[config.mk]
export PLATFORM = sky130hd
export DESIGN_NAME = evt_timer
export DESIGN_NICKNAME = d
export VERILOG_FILES = /design/src/rtl/evt_timer_pkg.sv /design/src/rtl/evt_sync.sv /design/src/rtl/evt_decode.sv /design/src/rtl/evt_core.sv /design/src/rtl/evt_timer.sv
export SDC_FILE = /design/constraint.sdc
export NUM_CORES = 1
export LEC_CHECK = 0
export BUFFER_PORTS_ARGS = -buffer_cell sky130_fd_sc_hd__buf_2
export CORE_UTILIZATION = 52
export DETAILED_ROUTE_END_ITERATION = 16
export PLACE_DENSITY_LB_ADDON = 0.12
export SYNTH_ARGS = -nofsm -noshare
export SYNTH_HDL_FRONTEND = slang
export SYNTH_HIERARCHICAL = 1
export SYNTH_SLANG_ARGS = --single-unit
[constraint.sdc]
create_clock -name clk_i -period 3.1 [get_ports clk_i]
set_input_delay 0.155 -clock clk_i [delete_from_list [all_inputs] [get_ports clk_i]]
set_output_delay 0.155 -clock clk_i [all_outputs]
set_load 0.01 [all_outputs]
[src/rtl/evt_timer_pkg.sv]
package evt_timer_pkg;
  typedef enum logic [2:0] {
    MODE_OFF  = 3'd0,
    MODE_EDGE = 3'd1,
    MODE_DUAL = 3'd2,
    MODE_GATE = 3'd3,
    MODE_QUAD = 3'd4,
    MODE_DIR  = 3'd5,
    MODE_RSV6 = 3'd6,
    MODE_RSV7 = 3'd7
  } mode_e;
endpackage

[src/rtl/evt_sync.sv]
module evt_sync #(
  parameter int W = 2
) (
  input  logic         clk_i,
  input  logic         rst_ni,
  input  logic [W-1:0] d_i,
  output logic [W-1:0] q_o
);
  for (genvar g = 0; g < W; g++) begin : g_bit
    logic s1_q, s2_q;
    always_ff @(posedge clk_i or negedge rst_ni) begin
      if (!rst_ni) begin
        s1_q <= 1'b0;
        s2_q <= 1'b0;
      end else begin
        s1_q <= d_i[g];
        s2_q <= s1_q;
      end
    end
    assign q_o[g] = s2_q;
  end
endmodule

[src/rtl/evt_decode.sv]
module evt_decode
  import evt_timer_pkg::*;
(
  input  logic  clk_i,
  input  logic  rst_ni,
  input  mode_e mode_i,
  input  logic  ext_i,
  input  logic  pol_i,
  input  logic  pri_i,
  input  logic  sec_i,
  output logic  up_o,
  output logic  dn_o,
  output logic  err_o
);
  logic div_q, p_prev_q, a_prev_q, b_prev_q;
  logic p_now, rise, fall, act, any_e;
  logic a_chg, b_chg, q_step, q_up;

  always_ff @(posedge clk_i or negedge rst_ni) begin
    if (!rst_ni) begin
      div_q    <= 1'b0;
      p_prev_q <= 1'b0;
      a_prev_q <= 1'b0;
      b_prev_q <= 1'b0;
    end else begin
      div_q    <= ~div_q;
      p_prev_q <= p_now;
      a_prev_q <= pri_i;
      b_prev_q <= sec_i;
    end
  end

  assign p_now  = ext_i ? pri_i : div_q;
  assign rise   = p_now & ~p_prev_q;
  assign fall   = ~p_now & p_prev_q;
  assign act    = pol_i ? fall : rise;
  assign any_e  = rise | fall;
  assign a_chg  = pri_i ^ a_prev_q;
  assign b_chg  = sec_i ^ b_prev_q;
  assign q_step = a_chg ^ b_chg;     // simultaneous change is dropped
  assign q_up   = pri_i ^ b_prev_q;
  assign err_o  = (mode_i == MODE_DUAL) && !ext_i;

  always_comb begin
    up_o = 1'b0;
    dn_o = 1'b0;
    unique case (mode_i)
      MODE_EDGE: up_o = act;
      MODE_DUAL: up_o = any_e & ext_i;
      MODE_GATE: up_o = act & sec_i;
      MODE_QUAD: begin
        up_o = q_step & q_up;
        dn_o = q_step & ~q_up;
      end
      MODE_DIR: begin
        up_o = act & ~sec_i;
        dn_o = act & sec_i;
      end
      default: ;
    endcase
  end

  assert_no_dual_internal_R4: assert property (@(posedge clk_i) disable iff (!rst_ni)
    err_o |-> !up_o && !dn_o);
  assert_one_dir_R6: assert property (@(posedge clk_i) disable iff (!rst_ni)
    !(up_o && dn_o));
endmodule

[src/rtl/evt_core.sv]
module evt_core #(
  parameter int W = 16
) (
  input  logic         clk_i,
  input  logic         rst_ni,
  input  logic         up_i,
  input  logic         dn_i,
  input  logic         we_i,
  input  logic [W-1:0] wdata_i,
  input  logic [W-1:0] cmp_i,
  input  logic [W-1:0] rld_i,
  input  logic         thru_i,
  output logic [W-1:0] cnt_o,
  output logic         hit_o
);
  logic [W-1:0] cnt_q, cnt_d;

  assign hit_o = (up_i | dn_i) && (cnt_q == cmp_i);

  always_comb begin
    cnt_d = cnt_q;
    if (we_i)                cnt_d = wdata_i;
    else if (hit_o && !thru_i) cnt_d = rld_i;
    else if (up_i)           cnt_d = cnt_q + 1'b1;
    else if (dn_i)           cnt_d = cnt_q - 1'b1;
  end

  always_ff @(posedge clk_i or negedge rst_ni) begin
    if (!rst_ni) cnt_q <= '0;
    else         cnt_q <= cnt_d;
  end

  assign cnt_o = cnt_q;

  assert_reload_R8: assert property (@(posedge clk_i) disable iff (!rst_ni)
    hit_o && !thru_i && !we_i |=> cnt_q == $past(rld_i));
  assert_write_wins_R12: assert property (@(posedge clk_i) disable iff (!rst_ni)
    we_i |=> cnt_q == $past(wdata_i));
  assert_idle_hold_R2: assert property (@(posedge clk_i) disable iff (!rst_ni)
    !up_i && !dn_i && !we_i |=> $stable(cnt_q));
endmodule

[src/rtl/evt_timer.sv]
module evt_timer
  import evt_timer_pkg::*;
#(
  parameter int W = 16
) (
  input  logic         clk_i,
  input  logic         rst_ni,
  input  logic         ctl_we_i,
  input  logic [2:0]   ctl_mode_i,
  input  logic         ctl_ext_i,
  input  logic         ctl_pol_i,
  input  logic         ctl_once_i,
  input  logic         ctl_thru_i,
  input  logic         cmp_we_i,
  input  logic         rld_we_i,
  input  logic         cnt_we_i,
  input  logic [W-1:0] wdata_i,
  input  logic         flag_clr_i,
  input  logic         pri_i,
  input  logic         sec_i,
  output logic [W-1:0] cnt_o,
  output logic         flag_o,
  output logic [2:0]   mode_o,
  output logic         cfg_err_o
);
  mode_e        mode_q;
  logic         ext_q, pol_q, once_q, thru_q, flag_q;
  logic [W-1:0] cmp_q, rld_q;
  logic [1:0]   pins_s;
  logic         up, dn, hit;

  evt_sync #(.W(2)) u_sync (
    .clk_i(clk_i), .rst_ni(rst_ni), .d_i({sec_i, pri_i}), .q_o(pins_s)
  );

  evt_decode u_dec (
    .clk_i(clk_i), .rst_ni(rst_ni), .mode_i(mode_q), .ext_i(ext_q),
    .pol_i(pol_q), .pri_i(pins_s[0]), .sec_i(pins_s[1]),
    .up_o(up), .dn_o(dn), .err_o(cfg_err_o)
  );

  evt_core #(.W(W)) u_core (
    .clk_i(clk_i), .rst_ni(rst_ni), .up_i(up), .dn_i(dn),
    .we_i(cnt_we_i), .wdata_i(wdata_i), .cmp_i(cmp_q), .rld_i(rld_q),
    .thru_i(thru_q), .cnt_o(cnt_o), .hit_o(hit)
  );

  always_ff @(posedge clk_i or negedge rst_ni) begin
    if (!rst_ni) begin
      mode_q <= MODE_OFF;
      ext_q  <= 1'b0;
      pol_q  <= 1'b0;
      once_q <= 1'b0;
      thru_q <= 1'b0;
      cmp_q  <= '1;
      rld_q  <= '0;
      flag_q <= 1'b0;
    end else begin
      if (ctl_we_i) begin
        mode_q <= mode_e'(ctl_mode_i);
        ext_q  <= ctl_ext_i;
        pol_q  <= ctl_pol_i;
        once_q <= ctl_once_i;
        thru_q <= ctl_thru_i;
      end else if (hit && once_q) begin
        mode_q <= MODE_OFF;   // one-shot self-disable
      end
      if (cmp_we_i) cmp_q <= wdata_i;
      if (rld_we_i) rld_q <= wdata_i;
      if (hit)             flag_q <= 1'b1;
      else if (flag_clr_i) flag_q <= 1'b0;
    end
  end

  assign flag_o = flag_q;
  assign mode_o = mode_q;

  assert_flag_set_R11: assert property (@(posedge clk_i) disable iff (!rst_ni)
    hit |=> flag_q);
  assert_oneshot_off_R10: assert property (@(posedge clk_i) disable iff (!rst_ni)
    hit && once_q && !ctl_we_i |=> mode_q == MODE_OFF);
  assert_flag_hold_R11: assert property (@(posedge clk_i) disable iff (!rst_ni)
    flag_q && !flag_clr_i |=> flag_q);
endmodule

==> results.ini, run 1 <==
[sta]
slew_violations=0
period_minus_slack_ns=3.169
setup_viol=7
tightestPinTransition_ns=0.9349
fmax_mhz=315.6
tns_ns=-0.1604
rsz0062_at_grt=true
post-route-worst-setup-slack_ns=-0.06864
slew_headroom_pct=37.67
finalCritPeriodShare_pct=102.2
hold_viol_final=0
skew_ns=0.006111

[cells_and_area]
multiInputGateArea_um2=2381
syn2layout_area_growth_pct=26.39
fin_area_um2=4937
regArea_um2=1622
nFillCells=566
antenna_cells=0
layout.nets=501
drive_gt1_share_pct=44.30
layout.cells.non_filler=555

[critical_path]
cpMostUsedCell=o21a_1
arrival_ns=3.42
cp-end-kind=register
crit_path_start_kind=register
critPathBufInv=3
crit_family=compound AO/OA/AOI/OAI gates
cp_slowest_cell=dfrtp_1
path_cells=nand2_1 -> o21a_1 -> inv_2 -> ha_4 -> nand4b_1 -> a32oi_2 -> bufinv_8 -> buf_4 -> ha_4 -> a21oi_1 -> o21a_1 -> o21a_1 -> o31a_1 -> xor2_1 -> o31ai_1
critPathMaxStageDelay_ns=0.40
path_max_fanout=5
required_ns=3.35
critPathKind=register to register

[yosys]
syn-instance-count=367
ys_seq_area_share_pct=41.51
synth_area_um2=3906
synth_common_cells=dfrtp_1 (48), nand2_1 (30), a21oi_1 (28)
synth_edf_count=0
yosysUniqueCellTypes=52
ys.flop_type=dfrtp_1
avgSynthCellArea_um2=10.64
synth_nets=417
yosys.area.top_type=dfrtp_1
async_reset_ff_share_pct=100.0
yosysMostFrequentCell=dfrtp_1
synth.top_cell.area_share_pct=30.75
yosysWarnings=6
synthTopCellsByArea=dfrtp_1 (31%), dfstp_2 (11%), mux2_4 (7.7%), ha_1 (5.4%), mux2_2 (4.9%)
synth-seq-cells=64

[route]
dr_total_vias=3161
vias_per_cell=5.695
routed_wl_um=9908
drc=0
drtIter0Drc=152
post_drt_wl_per_cell_um=17.85
ant_nets=0
dr.pass1.iters=5

[outcome]
outcome=finished with violations
violations=negative setup slack

[die]
dieArea_um2=7862
die_w_um=88.67
die_h_um=88.67
core_um2=7253
ios=53
rows=31
initial_core_util_pct=53.86

[placement]
dpl.cell_count=525
hpwl_um=6699
io_buffers=52
placed_area_um2=4489
place_congestion=0.9223

[clocking]
clk_path_buf_depth=2
cts-root-buf=clkbuf_8
cts_max_level=3
cts_tree=yes
cts_num_sinks=64
clk_latency_ns=0.34
clkTransAtPathRegs_ns=0.07
cts_made_buffers=9

[global_route]
grt_pass1_wl_um=15200
grt_pass1_vias=2984
antenna_found_initial=0
grt_max_degree=44
grt_overflow_total=0
gr-usage-all-layers_pct=26.08

[power]
p_leak_nw=2.189
power.density_nw_per_um2=592.1
ir_drop_mv=0.3426

[worst_hold_path]
hold_class=primary input to register

[job]
max-cap-violations=0

==> layer usage <==
metal | track usage, % | wire length (µm) | part of all wire, %
met3 | 5.131 | 492 | 5.0
met5 | 0 | 0 | 0
met1 | 35.24 | 4554 | 46
met4 | 9.824 | 178 | 1.8
met2 | 41.47 | 4681 | 47
==> cell families (layout without fill, tap and decap cells) <==
kind of cell / Yosys count / in the layout / synth area share (%)
adders and majority gates: 18 / 18 / 5.958
DFF: 64 / 64 / 41.51
buffers and inverters: 29 / 118 / 4.548
AOI/OAI and AO/OA: 88 / 88 / 14.83
xor gates and xnor gates: 27 / 27 / 6.246
muxes: 41 / 41 / 13.61
and+or+nand+nor: 100 / 100 / 13.29
==> metrics by stage <==
step | hold slack (ns) | worst slack (ns) | utilization (%) | total power, mW
after floorplan | -0.1406 | -0.008471 | - | 1.749
after global placement | 0.2640 | -0.03912 | 61.89 | 2.056
after detailed placement | 0.2643 | -0.1024 | 61.89 | 2.067
after CTS | 0.02832 | -0.04104 | 65.93 | 2.807
after global routing | 0.02690 | -0.2686 | 68.07 | 3.086
final | 0.03737 | -0.06864 | 68.07 | 2.923
==> worst paths after layout <==
kind                       depth (start not counted)  slack, ns              endpoint                 start
hold reg to reg                                    0       0.35  u_sync/g_bit[1].s2_q  u_sync/g_bit[1].s1_q
setup reg to reg                                  15      -0.07      u_core/cnt_o[13]  u_sync/g_bit[0].s2_q
hold / removal                                     2       0.04                 pol_q             ctl_pol_i
max in group asynchronous                          3       1.71             cmp_q[11]                rst_ni
setup / recovery                                  15      -0.07      u_core/cnt_o[13]  u_sync/g_bit[0].s2_q
min in group asynchronous                          2       0.49             mode_o[1]                rst_ni
==> registers in the layout, indices dropped and copies added, names as in the netlist <==
register	count
u_dec/div_q	1
pol_q	1
rld_q	16
thru_q	1
u_dec/p_prev_q	1
cmp_q	16
u_dec/b_prev_q	1
ext_q	1
mode_o	3
u_core/cnt_o	16
u_sync/g_bit.s2_q	2
u_sync/g_bit.s1_q	2
once_q	1
flag_o	1
u_dec/a_prev_q	1
==> worst reg2reg max path: stages (launching register included) <==
cell and delay, ns:
dfrtp_1 0.40, nand2_1 0.07, o21a_1 0.15, inv_2 0.06, ha_4 0.20, nand4b_1 0.18
a32oi_2 0.29, bufinv_8 0.25, buf_4 0.16, ha_4 0.29, a21oi_1 0.06, o21a_1 0.21
o21a_1 0.19, o31a_1 0.13, xor2_1 0.19, o31ai_1 0.24
==> what timing repair did <==
| action | 4_1_cts | 5_1_grt |
|---|---|---|
| setup buffers | 4 | 6 |
| pin swaps | 8 | 32 |
| setup endpoints to repair | 10 | 15 |
| hold buffers | 3 | 0 |
| hold endpoints to repair | 35 | 0 |
| gates cloned | 1 | 0 |
| resized for setup | 6 | 24 |
==> where the power goes <==
part,internal (mW),switching (mW)
combinational,0.599,0.593
sequential,0.939,0.106
clock,0.354,0.333
total,1.89,1.03
==> layout make-up <==
cell class | count | area share [%]
Inverter | 11 | 1.115
Tap cell | 99 | 2.509
Timing Repair Buffer | 90 | 11.28
Clock inverter | 4 | 0.5575
Timing Repair inverter | 1 | 0.1267
Clock buffer | 12 | 3.345
Multi-Input combinational cell | 274 | 48.23
Sequential cell | 64 | 32.84
==> placed cells by master (no fill, tap or decap), types with 11 or more instances in the layout <==
master,synthesis,routed
dfstp_2,16,16
a21oi_1,28,24
mux2_2,17,17
dfrtp_1,48,48
buf_2,2,52
nand2_1,30,29
xor2_1,17,17
buf_4,3,34
mux2_4,20,20
ha_4,0,11
clkbuf_8,0,12
nor2_1,24,24
No activity file was read; power rests on OpenSTA's default activity.
==> run 2: changes to the inputs <==
Settings changed: CORE_UTILIZATION 52 to 40.
==> run 2 against run 1 <==
The run ends with negative hold slack, negative setup slack left; sequential cell count is the same; clock skew is 0.0052 ns higher; wire length up 2.2%; total power is 3.8% higher; first-iteration DRC count is 45% lower; die area rose by 29%; combinational power hardly changed; via count down 1.1%; final cell count grew 5.9%; register-to-register slack worse by 0.02 ns; largest power group unchanged; highest routed layer unchanged.
==> results.ini, run 2 (same netlist as run 1, synthesis figures left out) <==
[route]
routed.top_layer=met4  ; unchanged
dr_wl_met3_um=431  ; was 492 µm
vias_per_cell=5.315  ; was 5.695
drtIter0Drc=83  ; was 152
routed_wl_um=10130  ; was 9908 µm
post_drt_wl_per_cell_um=17.23  ; was 17.85 µm
wl_met2_um=4753  ; was 4681 µm
drc=0  ; unchanged
dr.pass1.iters=4  ; was 5
met1_length_um=4806  ; was 4554 µm
dr_total_vias=3125  ; was 3161
ant_nets=0  ; unchanged

[power]
p_leak_nw=2.207  ; was 2.189 nW
ir_drop_mv=0.2547  ; was 0.3426 mV
power.total_mw=3.034  ; was 2.923 mW
power.density_nw_per_um2=600.7  ; was 592.1 nW/µm²

[clocking]
cts_tree=yes  ; unchanged
clk_latency_ns=0.34  ; about the same
clk_path_buf_depth=2  ; unchanged
cts_made_buffers=9  ; unchanged
cts_max_level=3  ; unchanged
cts-root-buf=clkbuf_8  ; unchanged
clkTransAtPathRegs_ns=0.08  ; was 0.07 ns
cts_num_sinks=64  ; unchanged

[cells_and_area]
fin_area_um2=5051  ; was 4937 µm²
drive_gt1_share_pct=44.66  ; was 44.30%
layout.cells.non_filler=588  ; was 555
layout_common_cells=buf_2 (52), dfrtp_1 (48), buf_4 (37)  ; was buf_2 (52), dfrtp_1 (48), buf_4 (34)
multiInputGateArea_um2=2387  ; was 2381 µm²
nFillCells=879  ; was 566
syn2layout_area_growth_pct=29.31  ; was 26.39%
regArea_um2=1622  ; unchanged
layout_commonest_cell=buf_2  ; unchanged
layout.nets=504  ; was 501
antenna_cells=0  ; unchanged

[sta]
tightestPinTransition_ns=0.9741  ; was 0.9349 ns
skew_ns=0.01127  ; was 0.006111 ns
post-route-worst-setup-slack_ns=-0.08976  ; was -0.06864 ns
hold_viol_final=12  ; was 0
slew_headroom_pct=34.82  ; was 37.67%
holdWs_ns=-0.01759  ; was 0.03737 ns
setup_viol=6  ; was 7
period_minus_slack_ns=3.190  ; was 3.169 ns
slew_violations=0  ; unchanged
fmax_mhz=313.5  ; was 315.6 MHz
finalCritPeriodShare_pct=102.9  ; was 102.2%
rsz0062_at_grt=true  ; unchanged

[critical_path]
arrival_ns=3.43  ; was 3.42 ns
path_max_fanout=6  ; was 5
cp-end-kind=register  ; unchanged
crit_path_start_kind=register  ; unchanged
required_ns=3.34  ; was 3.35 ns
critPathKind=register to register  ; unchanged

[die]
die_h_um=100.8  ; was 88.67 µm
ios=53  ; unchanged
core_um2=9371  ; was 7253 µm²
die_w_um=100.8  ; was 88.67 µm
rows=35  ; was 31
initial_core_util_pct=41.68  ; was 53.86%
dieArea_um2=10160  ; was 7862 µm²

[outcome]
violations=negative hold slack, negative setup slack  ; was negative setup slack
outcome=finished with violations  ; unchanged

[placement]
hpwl_um=6907  ; was 6699 µm
io_buffers=52  ; unchanged
placed_area_um2=4562  ; was 4489 µm²
dpl.cell_count=558  ; was 525
place_congestion=0.8999  ; was 0.9223

[worst_hold_path]
hold_class=primary input to asynchronous set/reset pin  ; was primary input to register

[global_route]
grt_pass1_wl_um=16170  ; was 15200 µm
antenna_found_initial=0  ; unchanged
grt_overflow_total=0  ; unchanged
grt_pass1_vias=3034  ; was 2984
gr-usage-all-layers_pct=21.08  ; was 26.08%
grt_max_degree=65  ; was 44

[job]
max-cap-violations=0  ; unchanged

## run 2: changes by cell type in the layout (fill, tap and decap cells not counted), sizes merged
cell         previous run  this run
buf                    87        91
bufinv                  1         3
clkbuf                 12        10
clkinv                  1         2
clkinvlp                3         2
dlygate4sd3             3         2
## run 2: routing by layer
layer / global-route usage [%] / vias to the layer above
met5: 0 / -
met4: 5.686 / 0
met3: 4.438 / 10
met2: 34.51 / 64
met1: 28.31 / 1545
li1: - / 1506
## run 2: per-stage QoR
step	TNS, ns	utilization (%)	worst slack, ns
3_5_place_dp	-0.5959	48.68	-0.1724
3_3_place_gp	-0.2042	48.68	-0.1008
2_1_floorplan	-0.008471	-	-0.008471
5_1_grt	-1.761	53.90	-0.3045
4_1_cts	-0.07963	52.47	-0.03854
6_report	-0.2158	53.90	-0.08976
## run 2: power by group
part,switching [mW],internal (mW),total (mW)
Sequential,0.108,0.938,1.05
Clock,0.348,0.477,0.825
Combinational,0.576,0.586,1.16
## run 2: cell type report
cell class                      count  share of cell area [%]
Tap cell                          129                   3.195
Clock buffer                       10                   2.725
Timing Repair inverter              1                  0.1239
Multi-Input combinational cell    274                   47.26
Timing Repair Buffer               93                   11.67
Sequential cell                    64                   32.10
Clock inverter                      6                   1.833
Inverter                           11                   1.090
## run 2: worst paths after layout
kind | endpoint | cells past startpoint | startpoint | slack (ns)
max in group asynchronous | rld_q[11] | 2 | rst_ni | 2.59
worst min register to register | u_sync/g_bit[0].s2_q | 0 | u_sync/g_bit[0].s1_q | 0.34
worst max register to register | u_core/cnt_o[13] | 14 | ext_q | -0.09
min in group clk_i | ext_q | 2 | ctl_ext_i | 0.04
worst min-delay path | u_dec/div_q | 2 | rst_ni | -0.02
worst max-delay path | u_core/cnt_o[13] | 14 | ext_q | -0.09
## run 2: worst max-delay path, cell delays in order (launching register included)
cell	delay (ns)
dfrtp_1	0.41
nand2_1	0.07
o21a_1	0.14
inv_2	0.06
ha_4	0.22
nand4b_1	0.20
a32oi_2	0.28
bufinv_8	0.25
ha_4	0.29
o21ai_4	0.06
o211ai_1	0.22
nand2_1	0.13
o31a_1	0.35
xor2_1	0.17
o31ai_1	0.23
## run 2: what timing repair did
item	4_1_cts	5_1_grt
endpoints found under the hold margin	2	0
resized for setup	11	20
buffers inserted	5	7
cloned	1	0
pin swaps	9	23
hold buffers	2	0
endpoints found under the setup margin	9	15
==> run 3: changes to the inputs <==
Clock period 3.1 ns to 3.4 ns, I/O delays scaled along.
==> run 3 against run 2 <==
The run ends with negative hold slack left; combinational power down 27%; sequential power down 9.8%; critical path depth up 2; first-iteration DRC count up 40%; clock skew about the same; non-clock buffer count down 26; clock power down 12%; worst hold slack better by 0.0052 ns; final area down 8.5%; total power down 17%; largest power group is now registers.
==> results.ini, run 3 (same netlist as run 1, synthesis figures left out) <==
[route]
post_drt_wl_per_cell_um=16.90  ; was 17.23 µm
ant_nets=0  ; unchanged
drtIter0Drc=116  ; was 83
dr.pass1.iters=4  ; unchanged
drc=0  ; unchanged
routed_wl_um=9480  ; was 10130 µm
dr_total_vias=2936  ; was 3125
vias_per_cell=5.234  ; was 5.315

[critical_path]
cp_num_cells=16  ; was 14
path_cells=nand2_1 -> o21a_1 -> inv_1 -> ha_1 -> nand4b_1 -> a32oi_2 -> inv_4 -> buf_4 -> ha_1 -> nand2_1 -> o21a_1 -> o21a_1 -> o31a_1 -> or2_2 -> nand3_1 -> a21oi_1  ; was nand2_1 -> o21a_1 -> inv_2 -> ha_4 -> nand4b_1 -> a32oi_2 -> bufinv_8 -> ha_4 -> o21ai_4 -> o211ai_1 -> nand2_1 -> o31a_1 -> xor2_1 -> o31ai_1
required_ns=3.62  ; was 3.34 ns
cpMostUsedCell=o21a_1
cp_slowest_cell=dfrtp_1  ; unchanged
critPathKind=register to register  ; unchanged
crit_family=compound AO/OA/AOI/OAI gates  ; unchanged
critPathBufInv=3  ; was 2
path_max_fanout=7  ; was 6
cp-end-kind=register  ; unchanged
reg2regPathDepth=16  ; was 14
arrival_ns=3.47  ; was 3.43 ns
critPathMaxStageDelay_ns=0.39  ; was 0.41 ns
crit_path_start_kind=register  ; unchanged

[placement]
post-place-ws_ns=0.01931  ; was -0.1724 ns
place_congestion=0.9484  ; was 0.8999
io_buffers=52  ; unchanged
hpwl_um=6690  ; was 6907 µm

[sta]
post-route-worst-setup-slack_ns=0.1538  ; was -0.08976 ns
slew_violations=0  ; unchanged
period_minus_slack_ns=3.246  ; was 3.190 ns
fmax_mhz=308.0  ; was 313.5 MHz
rsz0062_at_grt=true  ; unchanged
finalCritPeriodShare_pct=95.48  ; was 102.9%
slew_headroom_pct=44.40  ; was 34.82%
holdWs_ns=-0.01242  ; was -0.01759 ns
skew_ns=0.01143  ; was 0.01127 ns
setup_viol=0  ; was 6
tightestPinTransition_ns=0.8340  ; was 0.9741 ns
hold_viol_final=5  ; was 12

[power]
p_leak_nw=2.056  ; was 2.207 nW
power.density_nw_per_um2=545.9  ; was 600.7 nW/µm²
power.total_mw=2.524  ; was 3.034 mW
ir_drop_mv=0.2495  ; was 0.2547 mV

[global_route]
grt_overflow_total=0  ; unchanged
grt_max_degree=65  ; unchanged
grt_pass1_vias=2897  ; was 3034
grt_pass1_wl_um=15320  ; was 16170 µm
antenna_found_initial=0  ; unchanged
gr-usage-all-layers_pct=20.00  ; was 21.08%

[outcome]
outcome=finished with violations  ; unchanged
violations=negative hold slack  ; was negative hold slack, negative setup slack

[clocking]
cts_tree=yes  ; unchanged
cts_num_sinks=64  ; unchanged
clkTransAtPathRegs_ns=0.07  ; was 0.08 ns
cts_made_buffers=9  ; unchanged
clk_path_buf_depth=2  ; unchanged
cts-root-buf=clkbuf_8  ; unchanged
clk_latency_ns=0.34  ; about the same
cts_max_level=3  ; unchanged

[die]
die_h_um=100.8  ; unchanged
dieArea_um2=10160  ; unchanged
core_um2=9371  ; unchanged
ios=53  ; unchanged
rows=35  ; unchanged
initial_core_util_pct=41.68  ; unchanged
die_w_um=100.8  ; unchanged

[worst_hold_path]
hold_class=primary input to asynchronous set/reset pin  ; unchanged

[cells_and_area]
layout_commonest_cell=buf_2  ; unchanged
layout.nets=477  ; was 504
antenna_cells=0  ; unchanged
drive_gt1_share_pct=35.42  ; was 44.66%
syn2layout_area_growth_pct=18.35  ; was 29.31%
layout_common_cells=buf_2 (52), dfrtp_1 (48), nand2_1 (30)  ; was buf_2 (52), dfrtp_1 (48), buf_4 (37)

[job]
max-cap-violations=0  ; unchanged

-- run 3: cell types whose count changed in the layout (fill, tap and decap cells not counted), sizes merged --
cell / previous run / this run
bufinv: 3 / 2
clkbuf: 10 / 13
buf: 91 / 65
clkinv: 2 / 1
clkinvlp: 2 / 0
-- run 3: final cells by class --
cell class / count / area, µm²
Clock buffer: 13 / 148.9
Multi-Input combinational cell: 274 / 2192
Timing Repair Buffer: 67 / 390.4
Fill cell: 871 / 4748
Clock inverter: 3 / 65.06
Tap cell: 129 / 161.4
Inverter: 11 / 43.79
Sequential cell: 64 / 1622
-- run 3: stage by stage --
stage	util (%)	cells	setup TNS, ns	hold WS [ns]	instance area (µm²)
finish	49.33	561	0	-0.01242	4623
floorplan	-	367	0	-0.1256	3906
global route	49.33	561	-0.1491	0.04245	4623
global placement	45.61	541	0	0.2785	4274
detailed placement	45.61	541	0	0.2821	4274
CTS	48.16	559	0	0.03683	4513
-- run 3: power breakdown --
group          switching, mW  internal, mW  total, mW
clock network          0.294         0.433      0.727
logic                  0.453         0.397      0.850
registers             0.0910         0.856      0.947
total                  0.838          1.69       2.52
-- run 3: timing repair --
action / 4_1_cts / 5_1_grt
hold buffers: 2 / 0
hold endpoints to repair: 2 / 0
buffers inserted: 0 / 2
pin swaps: 0 / 7
setup endpoints to repair: 1 / 10
gates resized for setup: 1 / 13
-- run 3: final timing paths --
check                                      from                   end  slack (ns)
setup / recovery                          ext_q      u_core/cnt_o[15]        0.15
hold / removal                           rst_ni           u_dec/div_q       -0.01
setup reg to reg                          ext_q      u_core/cnt_o[15]        0.15
hold reg to reg            u_sync/g_bit[1].s1_q  u_sync/g_bit[1].s2_q        0.35
max in group asynchronous                rst_ni      u_core/cnt_o[15]        2.83
min in group clk_i                   ctl_thru_i                thru_q        0.06
-- run 3: routing by layer --
| layer | wire length, µm | global-route usage, % | vias up |
|---|---|---|---|
| li1 | - | - | 1441 |
| met1 | 4586 | 26.97 | 1427 |
| met2 | 4407 | 31.14 | 62 |
| met3 | 398 | 4.924 | 6 |
| met4 | 87 | 7.358 | 0 |
| met5 | 0 | 0 | - |
